$ cat src/rtl/msh_pkg.sv
package msh_pkg;

    localparam int DATA_W        = 16;
    localparam int NIB_W         = 4;
    localparam int NIBS_PER_WORD = DATA_W / NIB_W;
    localparam int WNIB_W        = $clog2(NIBS_PER_WORD);
    localparam int CODE_W        = 4;
    localparam int CODE_LSB      = 12;
    localparam int COUNT_W       = 10;
    localparam int NLEFT_W       = COUNT_W + 1;
    localparam int DIR_BIT       = 3;
    localparam int READY_BIT     = 0;

    typedef enum logic [1:0] {
        PH_IDLE = 2'd0,
        PH_CMD  = 2'd1,
        PH_MID  = 2'd2,
        PH_END  = 2'd3
    } msh_phase_e;

    typedef enum logic [1:0] {
        RA_NONE  = 2'b00,
        RA_CMD   = 2'b01,
        RA_RDATA = 2'b10,
        RA_WDATA = 2'b11
    } msh_raddr_e;

    typedef struct packed {
        logic [CODE_W-1:0]  code;
        logic [NLEFT_W-1:0] nib_total;
    } msh_cmd_t;

    typedef struct packed {
        logic cmd_wr;
        logic data_wr;
        logic rd_sel;
    } msh_host_req_t;

    function automatic logic phase_bs(msh_phase_e ph);
        return (ph == PH_CMD) || (ph == PH_END);
    endfunction

    function automatic msh_cmd_t unpack_cmd(logic [DATA_W-1:0] w);
        msh_cmd_t c;
        c.code      = w[CODE_LSB +: CODE_W];
        c.nib_total = {w[COUNT_W-1:0], 1'b0};
        return c;
    endfunction

    function automatic logic code_is_write(logic [CODE_W-1:0] c);
        return c[DIR_BIT];
    endfunction

    function automatic logic [DATA_W-1:0] align_word(logic [DATA_W-1:0] w,
                                                     logic [WNIB_W-1:0] last_idx);
        return w << (NIB_W * (NIBS_PER_WORD - 1 - int'(last_idx)));
    endfunction

endpackage

$ cat src/rtl/msh_sclk_gen.sv
module msh_sclk_gen #(
    parameter int DIV_LOG2 = 2
) (
    input  logic clk,
    input  logic rst,
    input  logic run,
    output logic sclk,
    output logic samp_tick,
    output logic end_tick
);
    localparam logic [DIV_LOG2-1:0] SAMP_AT = (DIV_LOG2)'((1 << (DIV_LOG2 - 1)) - 1);
    localparam logic [DIV_LOG2-1:0] END_AT  = '1;

    logic [DIV_LOG2-1:0] phase_cnt;

    always_ff @(posedge clk) begin
        if (rst) begin
            phase_cnt <= '0;
        end else if (run) begin
            phase_cnt <= phase_cnt + 1'b1;
        end
    end

    always_comb begin
        sclk      = phase_cnt[DIV_LOG2-1];
        samp_tick = run && (phase_cnt == SAMP_AT);
        end_tick  = run && (phase_cnt == END_AT);
    end
endmodule

$ cat src/rtl/msh_host_port.sv
module msh_host_port
    import msh_pkg::*;
(
    input  logic              clk,
    input  logic              rst,
    input  logic              cs_n,
    input  logic [1:0]        reg_addr,
    input  logic [DATA_W-1:0] host_wdata,
    input  logic [DATA_W-1:0] rd_word,
    output msh_host_req_t     req,
    output logic [DATA_W-1:0] wdata_q,
    output logic [DATA_W-1:0] host_rdata
);
    always_comb begin
        req.cmd_wr  = !cs_n && (reg_addr == RA_CMD);
        req.data_wr = !cs_n && (reg_addr == RA_WDATA);
        req.rd_sel  = !cs_n && (reg_addr == RA_RDATA);
        host_rdata  = req.rd_sel ? rd_word : '0;
    end

    always_ff @(posedge clk) begin
        if (rst) begin
            wdata_q <= '0;
        end else if (req.data_wr) begin
            wdata_q <= host_wdata;
        end
    end
endmodule

$ cat src/rtl/msh_xfer_fsm.sv
module msh_xfer_fsm
    import msh_pkg::*;
(
    input  logic              clk,
    input  logic              rst,
    input  logic              cmd_wr,
    input  logic [DATA_W-1:0] cmd_word,
    input  logic [DATA_W-1:0] wdata_q,
    input  logic              host_ack,
    input  logic              samp_tick,
    input  logic              end_tick,
    input  logic [NIB_W-1:0]  ms_din,
    output msh_phase_e        phase,
    output logic              ms_ready,
    output logic              rd_valid,
    output logic              wr_empty,
    output logic [DATA_W-1:0] rd_word,
    output logic [NIB_W-1:0]  ms_dout,
    output logic              ms_doe,
    output logic              run
);
    logic               dir_wr;
    logic [NLEFT_W-1:0] nib_left;
    logic [WNIB_W-1:0]  word_nib;
    logic [DATA_W-1:0]  shift_q;
    logic [NIB_W-1:0]   samp;
    msh_cmd_t           cmd_in;
    logic [DATA_W-1:0]  asm_w;
    logic               last_nib;
    logic               word_full;
    logic               status_ok;

    always_comb begin
        cmd_in    = unpack_cmd(cmd_word);
        asm_w     = {shift_q[DATA_W-NIB_W-1:0], samp};
        last_nib  = (nib_left == NLEFT_W'(1));
        word_full = (word_nib == WNIB_W'(NIBS_PER_WORD - 1));
        status_ok = samp[READY_BIT];
        run       = (phase != PH_IDLE) && !rd_valid && !wr_empty;
    end

    // card nibble captured where the card clock rises
    always_ff @(posedge clk) begin
        if (rst) begin
            samp <= '0;
        end else if (samp_tick) begin
            samp <= ms_din;
        end
    end

    always_ff @(posedge clk) begin
        if (rst) begin
            phase    <= PH_IDLE;
            ms_ready <= 1'b1;
            rd_valid <= 1'b0;
            wr_empty <= 1'b0;
            rd_word  <= '0;
            ms_dout  <= '0;
            ms_doe   <= 1'b0;
            dir_wr   <= 1'b0;
            nib_left <= '0;
            word_nib <= '0;
            shift_q  <= '0;
        end else begin
            unique case (phase)
                PH_IDLE: begin
                    if (cmd_wr) begin
                        phase    <= PH_CMD;
                        ms_ready <= 1'b0;
                        dir_wr   <= code_is_write(cmd_in.code);
                        nib_left <= cmd_in.nib_total;
                        ms_dout  <= cmd_in.code;
                        ms_doe   <= 1'b1;
                        word_nib <= '0;
                        shift_q  <= '0;
                    end
                end
                PH_CMD: begin
                    if (end_tick) begin
                        if (!dir_wr) begin
                            phase  <= PH_MID;
                            ms_doe <= 1'b0;
                        end else if (nib_left == '0) begin
                            phase  <= PH_END;
                            ms_doe <= 1'b0;
                        end else begin
                            phase    <= PH_MID;
                            wr_empty <= 1'b1;
                        end
                    end
                end
                PH_MID: begin
                    if (dir_wr) begin
                        if (wr_empty) begin
                            if (host_ack) begin
                                wr_empty <= 1'b0;
                                ms_dout  <= wdata_q[DATA_W-1 -: NIB_W];
                                shift_q  <= wdata_q << NIB_W;
                                word_nib <= '0;
                            end
                        end else if (end_tick) begin
                            nib_left <= nib_left - 1'b1;
                            if (last_nib) begin
                                phase  <= PH_END;
                                ms_doe <= 1'b0;
                            end else if (word_full) begin
                                wr_empty <= 1'b1;
                                word_nib <= '0;
                            end else begin
                                word_nib <= word_nib + 1'b1;
                                ms_dout  <= shift_q[DATA_W-1 -: NIB_W];
                                shift_q  <= shift_q << NIB_W;
                            end
                        end
                    end else if (end_tick && status_ok) begin
                        word_nib <= '0;
                        shift_q  <= '0;
                        if (nib_left == '0) begin
                            phase    <= PH_IDLE;
                            ms_ready <= 1'b1;
                        end else begin
                            phase <= PH_END;
                        end
                    end
                end
                PH_END: begin
                    if (dir_wr) begin
                        if (end_tick && status_ok) begin
                            phase    <= PH_IDLE;
                            ms_ready <= 1'b1;
                        end
                    end else if (rd_valid) begin
                        if (host_ack) begin
                            rd_valid <= 1'b0;
                            if (nib_left == '0) begin
                                phase    <= PH_IDLE;
                                ms_ready <= 1'b1;
                            end
                        end
                    end else if (end_tick) begin
                        nib_left <= nib_left - 1'b1;
                        if (last_nib || word_full) begin
                            rd_word  <= align_word(asm_w, word_nib);
                            rd_valid <= 1'b1;
                            word_nib <= '0;
                            shift_q  <= '0;
                        end else begin
                            shift_q  <= asm_w;
                            word_nib <= word_nib + 1'b1;
                        end
                    end
                end
                default: phase <= PH_IDLE;
            endcase
        end
    end
endmodule

$ cat src/rtl/msh_ctrl.sv
module msh_ctrl
    import msh_pkg::*;
#(
    parameter int DIV_LOG2 = 2
) (
    input  logic              clk,
    input  logic              rst,
    input  logic              cs_n,
    input  logic [1:0]        reg_addr,
    input  logic [DATA_W-1:0] host_wdata,
    output logic [DATA_W-1:0] host_rdata,
    output logic              rd_valid,
    output logic              wr_empty,
    input  logic              host_ack,
    output logic              ms_ready,
    output logic              sclk,
    output logic              bs,
    output logic [NIB_W-1:0]  ms_dout,
    output logic              ms_doe,
    input  logic [NIB_W-1:0]  ms_din
);
    msh_host_req_t     req;
    logic [DATA_W-1:0] wdata_q;
    logic [DATA_W-1:0] rd_word;
    msh_phase_e        phase;
    logic              run;
    logic              samp_tick;
    logic              end_tick;

    msh_host_port u_port (
        .clk        (clk),
        .rst        (rst),
        .cs_n       (cs_n),
        .reg_addr   (reg_addr),
        .host_wdata (host_wdata),
        .rd_word    (rd_word),
        .req        (req),
        .wdata_q    (wdata_q),
        .host_rdata (host_rdata)
    );

    msh_sclk_gen #(.DIV_LOG2(DIV_LOG2)) u_sclk (
        .clk       (clk),
        .rst       (rst),
        .run       (run),
        .sclk      (sclk),
        .samp_tick (samp_tick),
        .end_tick  (end_tick)
    );

    msh_xfer_fsm u_fsm (
        .clk       (clk),
        .rst       (rst),
        .cmd_wr    (req.cmd_wr),
        .cmd_word  (host_wdata),
        .wdata_q   (wdata_q),
        .host_ack  (host_ack),
        .samp_tick (samp_tick),
        .end_tick  (end_tick),
        .ms_din    (ms_din),
        .phase     (phase),
        .ms_ready  (ms_ready),
        .rd_valid  (rd_valid),
        .wr_empty  (wr_empty),
        .rd_word   (rd_word),
        .ms_dout   (ms_dout),
        .ms_doe    (ms_doe),
        .run       (run)
    );

    assign bs = phase_bs(phase);
endmodule

$ cat config.mk
export PLATFORM = sky130hd
export DESIGN_NAME = msh_ctrl
export DESIGN_NICKNAME = d
export VERILOG_FILES = /design/src/rtl/msh_pkg.sv /design/src/rtl/msh_sclk_gen.sv /design/src/rtl/msh_host_port.sv /design/src/rtl/msh_xfer_fsm.sv /design/src/rtl/msh_ctrl.sv
export SDC_FILE = /design/constraint.sdc
export NUM_CORES = 1
export LEC_CHECK = 0
export ABC_AREA = 0
export ABC_CLOCK_PERIOD_IN_PS = 3430
export BUFFER_PORTS_ARGS = -buffer_cell sky130_fd_sc_hd__buf_2
export CORE_ASPECT_RATIO = 1.25
export CORE_MARGIN = 10
export CORE_UTILIZATION = 43
export CTS_CLUSTER_DIAMETER = 120
export CTS_CLUSTER_SIZE = 24
export DETAILED_ROUTE_END_ITERATION = 8
export SLEW_MARGIN = 40
export SYNTH_ARGS = -nofsm -noshare
export SYNTH_HDL_FRONTEND = slang
export SYNTH_SLANG_ARGS = --single-unit
$ cat constraint.sdc
create_clock -name clk -period 3.43 [get_ports clk]
set_clock_uncertainty 0.1 [all_clocks]
set_input_delay 0.5145 -clock clk [delete_from_list [all_inputs] [get_ports clk]]
set_output_delay 0.5145 -clock clk [all_outputs]
set_load 0.05 [all_outputs]
======== Word level (Yosys, flattened, before mapping) ========
Cells that the tools add are included.
operators by class
  shifts and indexed selects .............. 1
  mux-type cells .......................... 88
  bitwise logic cells ..................... 2
  add/sub/neg operators ................... 4
  reductions and logical operators ........ 31
  equality and inequality tests ........... 40
operators with widths
  operator                                                                 count
  16-bit two-way mux                                                       13
  11-bit two-way mux                                                       6
  2-bit two-way mux                                                        25
  16-bit one-hot mux with 3 select lines                                   1
  11-bit one-hot mux with 3 select lines                                   1
  16-bit by 32-bit left shift with 16-bit output                           1
  1-bit two-way mux                                                        29
  4-bit two-way mux                                                        7
  10-bit AND reduction                                                     2
  2-bit by 1-bit inequality test with 1-bit output, second input constant  8
  3-bit inequality test, second input constant                             5
  7-bit AND reduction                                                      2
  2-bit == test, second input constant                                     6
  3-bit by 1-bit inequality test with 1-bit output, second input constant  4
  3-bit by 2-bit inequality test with 1-bit output, second input constant  4
  11-bit by 1-bit == test with 1-bit output, second input constant         1
  11-bit zero test                                                         1
  11-bit by 1-bit subtractor with 11-bit output, second input constant     1
  2-bit inequality test, second input constant                             5
  5-bit AND reduction                                                      2
  9-bit AND reduction                                                      1
  1-bit logical AND                                                        8
  4-bit by 3-bit inequality test with 1-bit output, second input constant  2
  2-bit one-hot mux with 4 select lines                                    1
  other kinds (18)                                                         30
word-level totals
  logic and storage cells ................. 180
  flip-flop bits (word level) ............. 78
  output and inout bits ................... 26
  input port bits ......................... 26

======== Depth between registers and ports, before layout ========
Gate-level depths: netlist of run 1.
  depth after elaboration ................. 8
  mapped depth ............................ 10
  gate-level depth less buffers ........... 7

======== Modules after synthesis ========
From an unflattened synthesis of run 1, not the netlist that was laid out.
unflattened totals
  cell total of the unflattened synthesis .. 506
  area total of the unflattened synthesis .. 4357.9 um^2
by module, submodules not included
  module         sequential area each (um^2)  cells each  area each (um^2)  times used
  msh_xfer_fsm   1201.2                       405         3398.3            1
  msh_host_port  320.3                        89          848.3             1
  msh_sclk_gen   40.0                         11          107.6             1
  msh_ctrl       0.0                          1           3.8               1

======== Worst setup path after synthesis of run 1 ========
OpenSTA, ideal clock, no wires.
  path type ............................... reg2reg
  from .................................... register u_sclk.phase_cnt[1]
  to ...................................... register u_fsm.ms_doe
  stages on the path, launching flop included .. 7
  buffers on the path ..................... 1
  path slack .............................. 0.710 ns
  setup time .............................. 0.121 ns
  clock period less this slack ............ 2.720 ns
  required time ........................... 3.209 ns
  data arrival time ....................... 2.499 ns
  cell sequence ........................... dfxtp_1 ha_1 or4b_4 buf_6 o31a_2 a2111oi_2 mux2_2
on the way
  word-level cells in the longest chain between the ends .. 4
  elaborated cells on any way between the ends .. 5
  those cells by class .................... eq/ne (3); reduce/logical (2)
RTL lines
  element                                                            line                text
  from (decl)                                                        msh_sclk_gen.sv:14  logic [DIV_LOG2-1:0] phase_cnt;
  from (signal assigned)                                             msh_sclk_gen.sv:20  phase_cnt <= phase_cnt + 1'b1;
  2-bit == test *                                                    msh_sclk_gen.sv:27  end_tick = run && (phase_cnt == END_AT);
  1-bit logical AND *                                                msh_sclk_gen.sv:27
  2-bit by 1-bit inequality test with 1-bit output (no source line)  -
  8-bit AND reduction (no source line) *                             -
  to (signal assigned)                                               msh_xfer_fsm.sv:59  ms_doe <= 1'b0;
  to (signal assigned)                                               msh_xfer_fsm.sv:73  ms_doe <= 1'b1;
  to (signal assigned)                                               msh_xfer_fsm.sv:82  ms_doe <= 1'b0;
  to (decl)                                                          msh_xfer_fsm.sv:19  output logic ms_doe,
Every way passes the cells marked *; elsewhere a longest branch is shown, timed or not.
A chain may end at the register's enable or synchronous reset.

======== Final worst setup path of run 1 ========
  from .................................... register u_fsm.phase[0]
  to ...................................... register u_fsm.rd_word[8]
on the way
  word-level cells in the longest chain between the ends .. 5
  elaborated cells on any way between the ends .. 6
  those cells by class .................... eq/ne (1); reduce/logical (5)
RTL lines
  element                                 line                 text
  from (decl)                             msh_xfer_fsm.sv:13   output msh_phase_e phase,
  from (signal assigned)                  msh_xfer_fsm.sv:53   phase <= PH_IDLE;
  from (signal assigned)                  msh_xfer_fsm.sv:68   phase <= PH_CMD;
  from (signal assigned)                  msh_xfer_fsm.sv:81   phase <= PH_MID;
  2-bit nonzero test                      msh_xfer_fsm.sv:39   run = (phase != PH_IDLE) && !rd_valid && !wr_empty;
  1-bit logical AND (2 in a row)          msh_xfer_fsm.sv:39
  1-bit logical AND                       msh_sclk_gen.sv:27
  5-bit AND reduction (no source line) *  -
  to (signal assigned)                    msh_xfer_fsm.sv:143  rd_word <= align_word(asm_w, word_nib);
  to (decl)                               msh_xfer_fsm.sv:17   output logic [DATA_W-1:0] rd_word,
Marked as above.

==> results of run 1 <==
placed cells by master, fill, tap and decap left out, types with 3 or more instances in the layout:
cell type  count
buf_2         50
nand2b_1       3
dfxtp_1       78
a31oi_1        5
or4_1          6
nand4_1        7
nor2_1        41
or2_2          6
o211ai_1      12
o21ai_0       32
a221oi_1       3
a311oi_1      12
nor3_1         6
inv_1         22
a22oi_1       14
a21o_1         3
buf_4         18
o221a_2        3
nand2_1       71
mux2i_1        5
clkbuf_16      9
and2_1        18
nand3_1       22
o41ai_1        4
a21oi_1       73
or3_1          3
clkbuf_1       3
ha_1          10
a211o_1        3
final timing paths:
kind | start | to | slack [ns] | cells after the start
max | u_fsm.phase[0] | u_fsm.rd_word[8] | 0.54 | 6
min | ms_din[3] | u_fsm.samp[3] | 0.31 | 3
max reg2reg | u_fsm.phase[0] | u_fsm.rd_word[8] | 0.54 | 6
min reg2reg | u_fsm.rd_word[3] | u_fsm.rd_word[3] | 0.35 | 2
final cells by class:
class | count | area [um2]
inverters | 23 | 86.3
flip-flops and latches | 78 | 1560
well taps | 129 | 161
fillers | 1011 | 5010
multi-input cells | 410 | 2500
clock inverters | 3 | 43.8
clock buffers | 13 | 250
repair buffers | 68 | 385
metal layers:
layer,track usage,share of wire,vias to the layer above
li1,-,-,2086
met1,0.207,0.43,1962
met2,0.285,0.51,112
met3,0.0379,0.050,17
met4,0.0601,0.015,0
met5,0,0,-
worst max-delay path, cell delays in order, from the launching register on:
cell and delay (ns):
dfxtp_1 0.42, inv_1 0.09, ha_1 0.31, or4b_4 0.60
or4_1 0.84, a221oi_1 0.33, nor3_1 0.07
power breakdown:
group | internal, uW | total (uW) | switching [uW]
sequential | 1070 | 1250 | 177
combinational | 493 | 1350 | 855
clock | 585 | 959 | 375
total | 2150 | 3550 | 1410
stage by stage:
| step | cell area (um2) | cells | hold slack, ns | setup slack, ns | power (uW) |
|---|---|---|---|---|---|
| after floorplan | 4360 | 552 | 0.327 | 0.710 | 2240 |
| after global placement | 4690 | 708 | 0.336 | 0.603 | 2580 |
| after detailed placement | 4690 | 708 | 0.343 | 0.537 | 2600 |
| after CTS | 4990 | 724 | 0.302 | 0.531 | 3570 |
| after global routing | 4990 | 724 | 0.308 | 0.352 | 3780 |
| final | 4990 | 724 | 0.306 | 0.542 | 3550 |
state kept, by name, indices dropped and copies added, names as in the netlist, 2 cells and up:
name	cells
u_fsm.rd_word	16
u_fsm.shift_q	16
u_port.wdata_q	16
u_fsm.nib_left	11
u_fsm.ms_dout	4
u_fsm.samp	4
u_fsm.phase	2
u_fsm.word_nib	2
u_sclk.phase_cnt	2
cell families after synthesis:
kind of cell,Yosys count,synth area share
AND/OR/NAND/NOR,205,0.244
AO/OA/AOI/OAI,188,0.285
flip-flops,78,0.358
buffers and inverters,64,0.0678
adder cells (fa/ha/maj),10,0.0287
multiplexers,6,0.0141
XOR/XNOR,1,0.00201
synth_stat cells (2+ instances only):
cell type	instances	area, um2
a22oi_1	14	105
nor3_1	6	30.0
buf_4	2	15.0
o21ai_0	32	160
a311oi_1	12	105
a21o_1	3	22.5
o221a_2	3	33.8
o22ai_1	2	12.5
and2_1	18	113
o211ai_1	12	90.1
buf_1	4	15.0
inv_1	22	82.6
nand3b_1	2	15.0
nand2_1	71	267
dlygate4sd3_1	2	20.0
buf_6	4	45.0
clkbuf_1	25	93.8
or4_1	6	45.0
and3_1	2	12.5
nand3_1	22	110
or2_2	6	37.5
or3_1	3	18.8
a31oi_1	5	31.3
nor2b_1	2	12.5
mux2i_1	5	50.1
a41oi_1	2	17.5
nor4_4	2	42.5
a221oi_1	3	26.3
o21a_1	2	15.0
a211oi_1	2	15.0
nor2_1	41	154
o41ai_1	4	35.0
buf_2	4	20.0
a21oi_1	73	365
a211o_1	3	26.3
dfxtp_1	78	1560
a41o_1	2	20.0
ha_1	10	125
nand4_1	7	43.8
nor3b_1	2	15.0
nand2b_1	3	18.8
==> flow_summary.yaml, run 1 <==
clocking:
  ctsResizeCount: 0
  cts_tree: "done"
  hold_buffers: 0
  clk_pin_slew_ns: 0.06
  worstSkewPairLatency_ns: 0.34
  cts_buffer_depth: 2
  post-cts-setup-buffer-count: 0
  htree_levels: 3
  cts_made_buffers: 9
  root_buffer: "clkbuf_16"
  numClockSinks: 78
synthesis:
  synthFlopType: "dfxtp_1"
  synth.yosys.seq_area_share: 0.358
  synth_cell_type_count: 70
  synth_area_mm2: 0.00436
  syn_nets: 588
  synthCells: 552
  ys_ff_latch: 78
  synth_edf_count: 0
  yosys_warnings: 0
  synthArstFlopShare: 0
  avgSynthCellArea_um2: 7.89
setup_path:
  crit_arrival_ns: 3.00
  worstSetupStartpointType: "register"
  endpoint_kind: "register"
  critPathKind: "reg2reg"
  required_ns: 3.54
  cp_max_fo: 17
final_layout:
  area_growth_pct: 14.5
  n_antenna_cell: 0
  drive_above_1_share: 0.180
  nNetsFinal: 626
  postLayoutCoreUtil: 0.499
grt:
  grt_pass1_wl_um: 20200
  grt.overflow.total: 0
  grt_max_degree: 43
  grt_pass1_vias: 3941
  antenna_found_initial: 0
  gr-usage-all-layers: 0.171
floorplanning:
  fp.dieW_um: 110
  die_h_um: 133
  dieArea_mm2: 0.0146
  initial_core_util: 0.436
  fp-row-count: 41
  boundaryPins: 52
  core_region_area_mm2: 0.0100
pwr:
  vdd_drop_max_uv: 459
  power.density_mw_per_mm2: 712
  p_leak_uw: 0.00181
detailed_routing:
  wl_per_cell_um: 17.0
  drt_wl_total_um: 12300
  num_vias: 4177
  first_iter_violations: 353
  route.detailed.drc: 0
  dr.pass1.iters: 7
  via_per_inst: 5.77
  ant_nets: 0
place:
  port_buffers: 51
  hpwl_um: 8960
  place.gp.congestion: 0.808
job:
  maxCapViolations: 0
timing:
  post-route-min-period_ns: 2.89
  period_share: 0.842
  final-hold-violation-count: 0
  worstMarginPinSlew_ns: 0.716
  slew_headroom: 0.521
  setup_viol: 0
  rsz0062_at_grt: "no"
  setup_tns_ns: 0
  drv_slew: 0
  fmax_mhz: 346
hold_path:
  hold_path.class: "in2reg"
status:
  status: "complete, no violations"
Note: power is estimated with default switching activity, not from simulation.
==> run 2, diff against run 1 <==
--- a/config.mk
+++ b/config.mk
@@ -5,8 +5,8 @@
 export SDC_FILE = /design/constraint.sdc
 export NUM_CORES = 1
 export LEC_CHECK = 0
-export ABC_AREA = 0
-export ABC_CLOCK_PERIOD_IN_PS = 3430
+export ABC_AREA = 1
+export ABC_CLOCK_PERIOD_IN_PS = 2660
 export BUFFER_PORTS_ARGS = -buffer_cell sky130_fd_sc_hd__buf_2
 export CORE_ASPECT_RATIO = 1.25
 export CORE_MARGIN = 10
==> constraint.sdc (replaced) <==
create_clock -name clk -period 2.66 [get_ports clk]
set_clock_uncertainty 0.1 [all_clocks]
set_input_delay 0.399 -clock clk [delete_from_list [all_inputs] [get_ports clk]]
set_output_delay 0.399 -clock clk [all_outputs]
set_load 0.05 [all_outputs]
==> run 2 against run 1 <==
  * Via count increased by 4.9%
  * Register-to-register slack got worse by 0.09 ns
  * First-iteration DRC count shrank 7.4%
  * Global-route usage down 1.0 points
  * Routed wire length shrank 1.4%
  * Critical path type unchanged
  * Fmax up 31%
  * Non-clock buffer count down 6
  * Largest cell class unchanged
  * Critical endpoint is now u_fsm.shift_q[1]
  * Sequential share of layout area shrank 0.54 points
  * Largest power group unchanged
  * Die area rose by 1.8%
  * Clock-buffer cell count down 2
==> flow_summary.yaml, run 2 <==
final_layout:
  fillerInstances: 1041
  layout.cells.non_filler: 839
  layout_commonest_cell: "nor2_1"
  final_cell_area_mm2: 0.00508
  nNetsFinal: 741
  drive_above_1_share: 0.155
  largest_registers: "u_fsm.rd_word: 16 flops, u_fsm.shift_q: 16 flops, u_port.wdata_q: 16 flops"
  n_antenna_cell: 0
  final_cell_mix: "nor2_1 (105), nand2_1 (101), o21ai_0 (91), dfxtp_1 (78), inv_1 (66)"
  area_growth_pct: 14.1
synthesis:
  ys_ff_latch: 78
  synth_area_mm2: 0.00445
  synth_top_area_share: 0.351
  synth.yosys.seq_area_share: 0.351
  netlist_top_cells_count: "nor2_1 (105), nand2_1 (101), o21ai_0 (91)"
  synth_edf_count: 0
  yosysMostFrequentCell: "nor2_1"
  synthFlopType: "dfxtp_1"
  synth_cell_type_count: 38
  synthCells: 666
  ys_top_cells_by_area: "dfxtp_1 (35%), o21ai_0 (10%), nor2_1 (8.9%), nand2_1 (8.5%), a21oi_1 (7.0%)"
  yosysTopAreaCell: "dfxtp_1"
  syn_nets: 702
  yosys_warnings: 0
  synthArstFlopShare: 0
  avgSynthCellArea_um2: 6.68
place:
  place.gp.congestion: 0.970
  dp_cells: 823
  dpl-instance-area_mm2: 0.00477
  port_buffers: 51
  hpwl_um: 8970
pwr:
  vdd_drop_max_uv: 538
  power.total_uw: 5110
  power.density_mw_per_mm2: 1010
  p_leak_uw: 0.00212
timing:
  post-route-min-period_ns: 2.20
  final-hold-violation-count: 0
  setup_viol: 0
  slew_headroom: 0.574
  worstMarginPinSlew_ns: 0.638
  fmax_mhz: 454
  period_share: 0.828
  rsz0062_at_grt: "no"
  setup_tns_ns: 0
  drv_slew: 0
floorplanning:
  initial_core_util: 0.440
  fp.dieW_um: 111
  die_h_um: 134
  core_region_area_mm2: 0.0101
  dieArea_mm2: 0.0148
  boundaryPins: 52
  fp-row-count: 41
clocking:
  ctsResizeCount: 0
  cts_tree: "done"
  cts_made_buffers: 9
  root_buffer: "clkbuf_16"
  worstSkewPairLatency_ns: 0.34
  clk_pin_slew_ns: 0.06
  cts_buffer_depth: 2
  numClockSinks: 78
  htree_levels: 3
  hold_buffers: 0
  post-cts-setup-buffer-count: 0
detailed_routing:
  via_per_inst: 5.22
  first_iter_violations: 327
  ant_nets: 0
  route.detailed.drc: 0
  num_vias: 4383
  dr.pass1.iters: 5
  wl_per_cell_um: 14.5
  drt_wl_total_um: 12100
grt:
  met1_usage: 0.196
  gr-usage-all-layers: 0.161
  grt_pass1_vias: 4080
  grt_use_met3: 0.0265
  busiest_layer: "met2"
  gr-usage-met2: 0.271
  grt_max_degree: 48
  antenna_found_initial: 0
  grt.overflow.total: 0
  grt_pass1_wl_um: 20300
job:
  maxCapViolations: 0
setup_path:
  endpoint_kind: "register"
  required_ns: 2.80
  rrSetupSlack_ns: 0.46
  worstSetupStartpointType: "register"
  cp_max_fo: 17
  crit_arrival_ns: 2.34
  critPathKind: "reg2reg"
status:
  status: "complete, no violations"
hold_path:
  hold_path.class: "in2reg"
-- run 2: cell types whose count changed after synthesis, moves of 7 or more --
cell | before | now
and2_1 | 18 | 2
nor2_1 | 41 | 105
a22oi_1 | 14 | 0
o21ai_0 | 32 | 91
nand2_1 | 71 | 101
a311oi_1 | 12 | 0
nand3_1 | 22 | 40
clkbuf_1 | 25 | 18
inv_1 | 22 | 66
a21oi_1 | 73 | 62
o211ai_1 | 12 | 3
nand4_1 | 7 | 15
-- run 2: cells by family (layout without fill, tap and decap cells) --
group,Yosys count,after routing,synth area share
flip-flops,78,78,0.351
adder cells (fa/ha/maj),10,10,0.0281
AO/OA/AOI/OAI,180,180,0.220
AND/OR/NAND/NOR,286,286,0.290
buffers and inverters,109,153,0.105
XOR/XNOR,3,3,0.00590
-- run 2: cell type report --
type / count / area [um2] / share of cell area
Clock buffer: 11 / 253 / 0.0498
Timing Repair Buffer: 62 / 338 / 0.0666
Sequential cell: 78 / 1560 / 0.308
Tap cell: 129 / 161 / 0.0318
Clock inverter: 5 / 57.6 / 0.0113
Multi-Input combinational cell: 479 / 2420 / 0.477
Inverter: 75 / 284 / 0.0560
-- run 2: path summary, 6_finish.rpt --
check / startpoint / endpoint / depth (start not counted)
worst max-delay path: u_fsm.phase[0] / u_fsm.shift_q[1] / 13
worst min-delay path: host_wdata[11] / u_port.wdata_q[11] / 3
worst max register to register: u_fsm.phase[0] / u_fsm.shift_q[1] / 13
worst min register to register: u_fsm.rd_word[12] / u_fsm.rd_word[12] / 2
-- run 2: worst max-delay path, stage by stage, from the launching register on --
cell and delay (ns):
dfxtp_1 0.36, inv_1 0.10, ha_1 0.35, nand2_4 0.15
inv_2 0.13, nand2_1 0.06, nand3_1 0.10, nor2_2 0.04
nand2_2 0.07, clkinv_2 0.19, nand2_4 0.23, inv_2 0.07
nor2_1 0.09, nor2_1 0.05
-- run 2: through the flow --
stage,hold WS [ns],util,worst slack [ns]
finish,0.203,0.502,0.457
global route,0.233,0.502,0.252
CTS,0.199,0.502,0.452
detailed placement,0.348,0.472,0.442
global placement,0.339,0.472,0.527
floorplan,0.330,-,0.659
-- run 2: layer usage --
layer / part of all wire / up-vias
met1: 0.45 / 1955
met4: 0.020 / 0
met5: 0 / -
li1: - / 2277
met2: 0.48 / 131
met3: 0.051 / 20
-- run 2: power by group --
group | internal [uW] | switching [uW]
logic | 683 | 1600
registers | 1360 | 176
clock network | 776 | 506
==> run 3, diff against run 2 <==
--- a/config.mk
+++ b/config.mk
@@ -6,7 +6,7 @@
 export NUM_CORES = 1
 export LEC_CHECK = 0
 export ABC_AREA = 1
-export ABC_CLOCK_PERIOD_IN_PS = 2660
+export ABC_CLOCK_PERIOD_IN_PS = 2150
 export BUFFER_PORTS_ARGS = -buffer_cell sky130_fd_sc_hd__buf_2
 export CORE_ASPECT_RATIO = 1.25
 export CORE_MARGIN = 10
==> constraint.sdc (replaced) <==
create_clock -name clk -period 2.15 [get_ports clk]
set_clock_uncertainty 0.1 [all_clocks]
set_input_delay 0.3225 -clock clk [delete_from_list [all_inputs] [get_ports clk]]
set_output_delay 0.3225 -clock clk [all_outputs]
set_load 0.05 [all_outputs]
==> run 3 against run 2 <==
  * Via count rose by 0.27%
  * Design area rose by 2.4%
  * Combinational power rose by 31%
  * Die area did not move
  * Clock-buffer cell count did not move
  * Fmax rose by 12%
  * Register-to-register slack got worse by 0.27 ns
  * Core utilization rose by 1.2 points
  * Power rose by 30%
  * Sequential power rose by 23%
  * Critical path type unchanged
  * Critical endpoint is now u_fsm.shift_q[0]
  * Largest cell class unchanged
  * Largest power group unchanged
==> flow_summary.yaml, run 3 (synthesis gave the netlist of run 2 again) <==
status:
  status: "complete, no violations"
floorplanning:
  initial_core_util: 0.440
  dieArea_mm2: 0.0148
  boundaryPins: 52
  die_h_um: 134
  fp.dieW_um: 111
  fp-row-count: 41
  core_region_area_mm2: 0.0101
pwr:
  pwr-share-clk: 0.262
  swShare: 0.435
  vdd_drop_max_uv: 618
  p_int_uw: 3750
  p_leak_uw: 0.00219
  power.density_mw_per_mm2: 1280
  combPwrFrac: 0.452
  switching_power_uw: 2890
  pwr-share-seq: 0.286
detailed_routing:
  via_per_inst: 5.18
  wl_per_cell_um: 14.8
  route.detailed.drc: 0
  drt_wl_total_um: 12600
  wl_met2_um: 6140
  routed.top_layer: "met4"
  ant_nets: 0
  dr.pass1.iters: 4
  num_vias: 4395
  first_iter_violations: 211
  wl_met3_um: 655
  met1_length_um: 5590
timing:
  drv_slew: 0
  fmax_mhz: 508
  slew_headroom: 0.661
  fin_ws_ns: 0.183
  rsz0062_at_grt: "no"
  post-route-min-period_ns: 1.97
  final-hold-violation-count: 0
  period_share: 0.915
  setup_viol: 0
  whs_ns: 0.140
  worstMarginPinSlew_ns: 0.507
grt:
  grt_pass1_vias: 4268
  grt.overflow.total: 0
  gr-usage-all-layers: 0.169
  grt_max_degree: 52
  antenna_found_initial: 0
  grt_pass1_wl_um: 21200
setup_path:
  crit_arrival_ns: 2.10
  cp_num_buf_inv: 4
  cp_top_family: "simple AND/OR/NAND/NOR gates"
  required_ns: 2.28
  cp_max_fo: 17
  endpoint_kind: "register"
  path_cells: "inv_1 -> ha_1 -> nand2_4 -> inv_2 -> nand2_1 -> nand3_1 -> nor2_2 -> nand2_2 -> clkinv_2 -> nand2_4 -> inv_2 -> nor2_1 -> nor2_1"
  worstSetupStartpointType: "register"
  critPathKind: "reg2reg"
  slowest_delay_ns: 0.35
  cp_slowest_cell: "dfxtp_2"
final_layout:
  n_antenna_cell: 0
  area_growth_pct: 16.8
  nNetsFinal: 751
  final_cell_mix: "nor2_1 (104), nand2_1 (101), o21ai_0 (91), dfxtp_1 (76), inv_1 (65)"
  layout_commonest_cell: "nor2_1"
  largest_registers: "u_fsm.rd_word: 16 flops, u_fsm.shift_q: 16 flops, u_port.wdata_q: 16 flops"
  drive_above_1_share: 0.169
  layout.cells.non_filler: 849
  final_cell_area_mm2: 0.00520
clocking:
  cts_made_buffers: 9
  worstSkewPairLatency_ns: 0.34
  clk_pin_slew_ns: 0.06
  htree_levels: 3
  numClockSinks: 78
  ctsResizeCount: 1
  root_buffer: "clkbuf_16"
  hold_buffers: 0
  cts_buffer_depth: 2
  cts_tree: "done"
  post-cts-setup-buffer-count: 0
place:
  hpwl_um: 9440
  dpl-instance-area_mm2: 0.00485
  place.gp.congestion: 0.879
  dp_cells: 833
  dp_slack_ns: -0.0256
  port_buffers: 51
job:
  maxCapViolations: 0
hold_path:
  hold_path.class: "in2reg"
run 3: cell types whose count changed in the layout (fill, tap and decap cells not counted), sizes merged:
cell      before  now
buf           62   72
bufinv         1    3
clkinv         4    3
clkinvlp       3    1
inv           72   73
run 3: worst register-to-register path, cell delays in order, from the launching register on:
cell      delay (ns)
dfxtp_2         0.35
inv_1           0.09
ha_1            0.28
nand2_4         0.11
inv_2           0.13
nand2_1         0.06
nand3_1         0.11
nor2_2          0.04
nand2_2         0.07
clkinv_2        0.10
nand2_4         0.18
inv_2           0.09
nor2_1          0.10
nor2_1          0.05
run 3: power by group through the flow:
stage	registers (uW)	clock network, uW	logic (uW)
after floorplan	2070	0	2130
after global placement	1910	0	2970
after detailed placement	1930	0	2990
after CTS	1900	1780	3010
after global routing	1940	1840	3370
final	1900	1740	3000
run 3: per-layer routing:
| layer | vias to the layer above | GRT usage |
|---|---|---|
| met4 | 0 | 0.0594 |
| met3 | 17 | 0.0391 |
| li1 | 2293 | - |
| met2 | 113 | 0.288 |
| met1 | 1972 | 0.204 |
| met5 | - | 0 |
run 3: area by class of cell:
cell class / count / area [um2]
clock buffer: 11 / 233
clock inverter: 5 / 106
fill: 1065 / 4910
inverter: 75 / 284
multi-input combinational: 479 / 2420
sequential: 78 / 1560
tap: 129 / 161
timing repair buffer: 72 / 425
run 3: stage by stage:
stage	utilization	TNS [ns]	power, uW
3_5_place_dp	0.480	-0.0465	4920
4_1_cts	0.514	0	6690
2_1_floorplan	-	0	4200
6_report	0.514	0	6650
3_3_place_gp	0.480	-0.0117	4880
5_1_grt	0.514	0	7140
run 3: worst paths after layout:
kind	startpoint	to	slack [ns]	cells after the start
setup / recovery	u_fsm.phase[0]	u_fsm.shift_q[0]	0.18	13
hold / removal	host_wdata[10]	u_port.wdata_q[10]	0.14	3
setup reg to reg	u_fsm.phase[0]	u_fsm.shift_q[0]	0.18	13
hold reg to reg	u_fsm.rd_word[8]	u_fsm.rd_word[8]	0.35	2
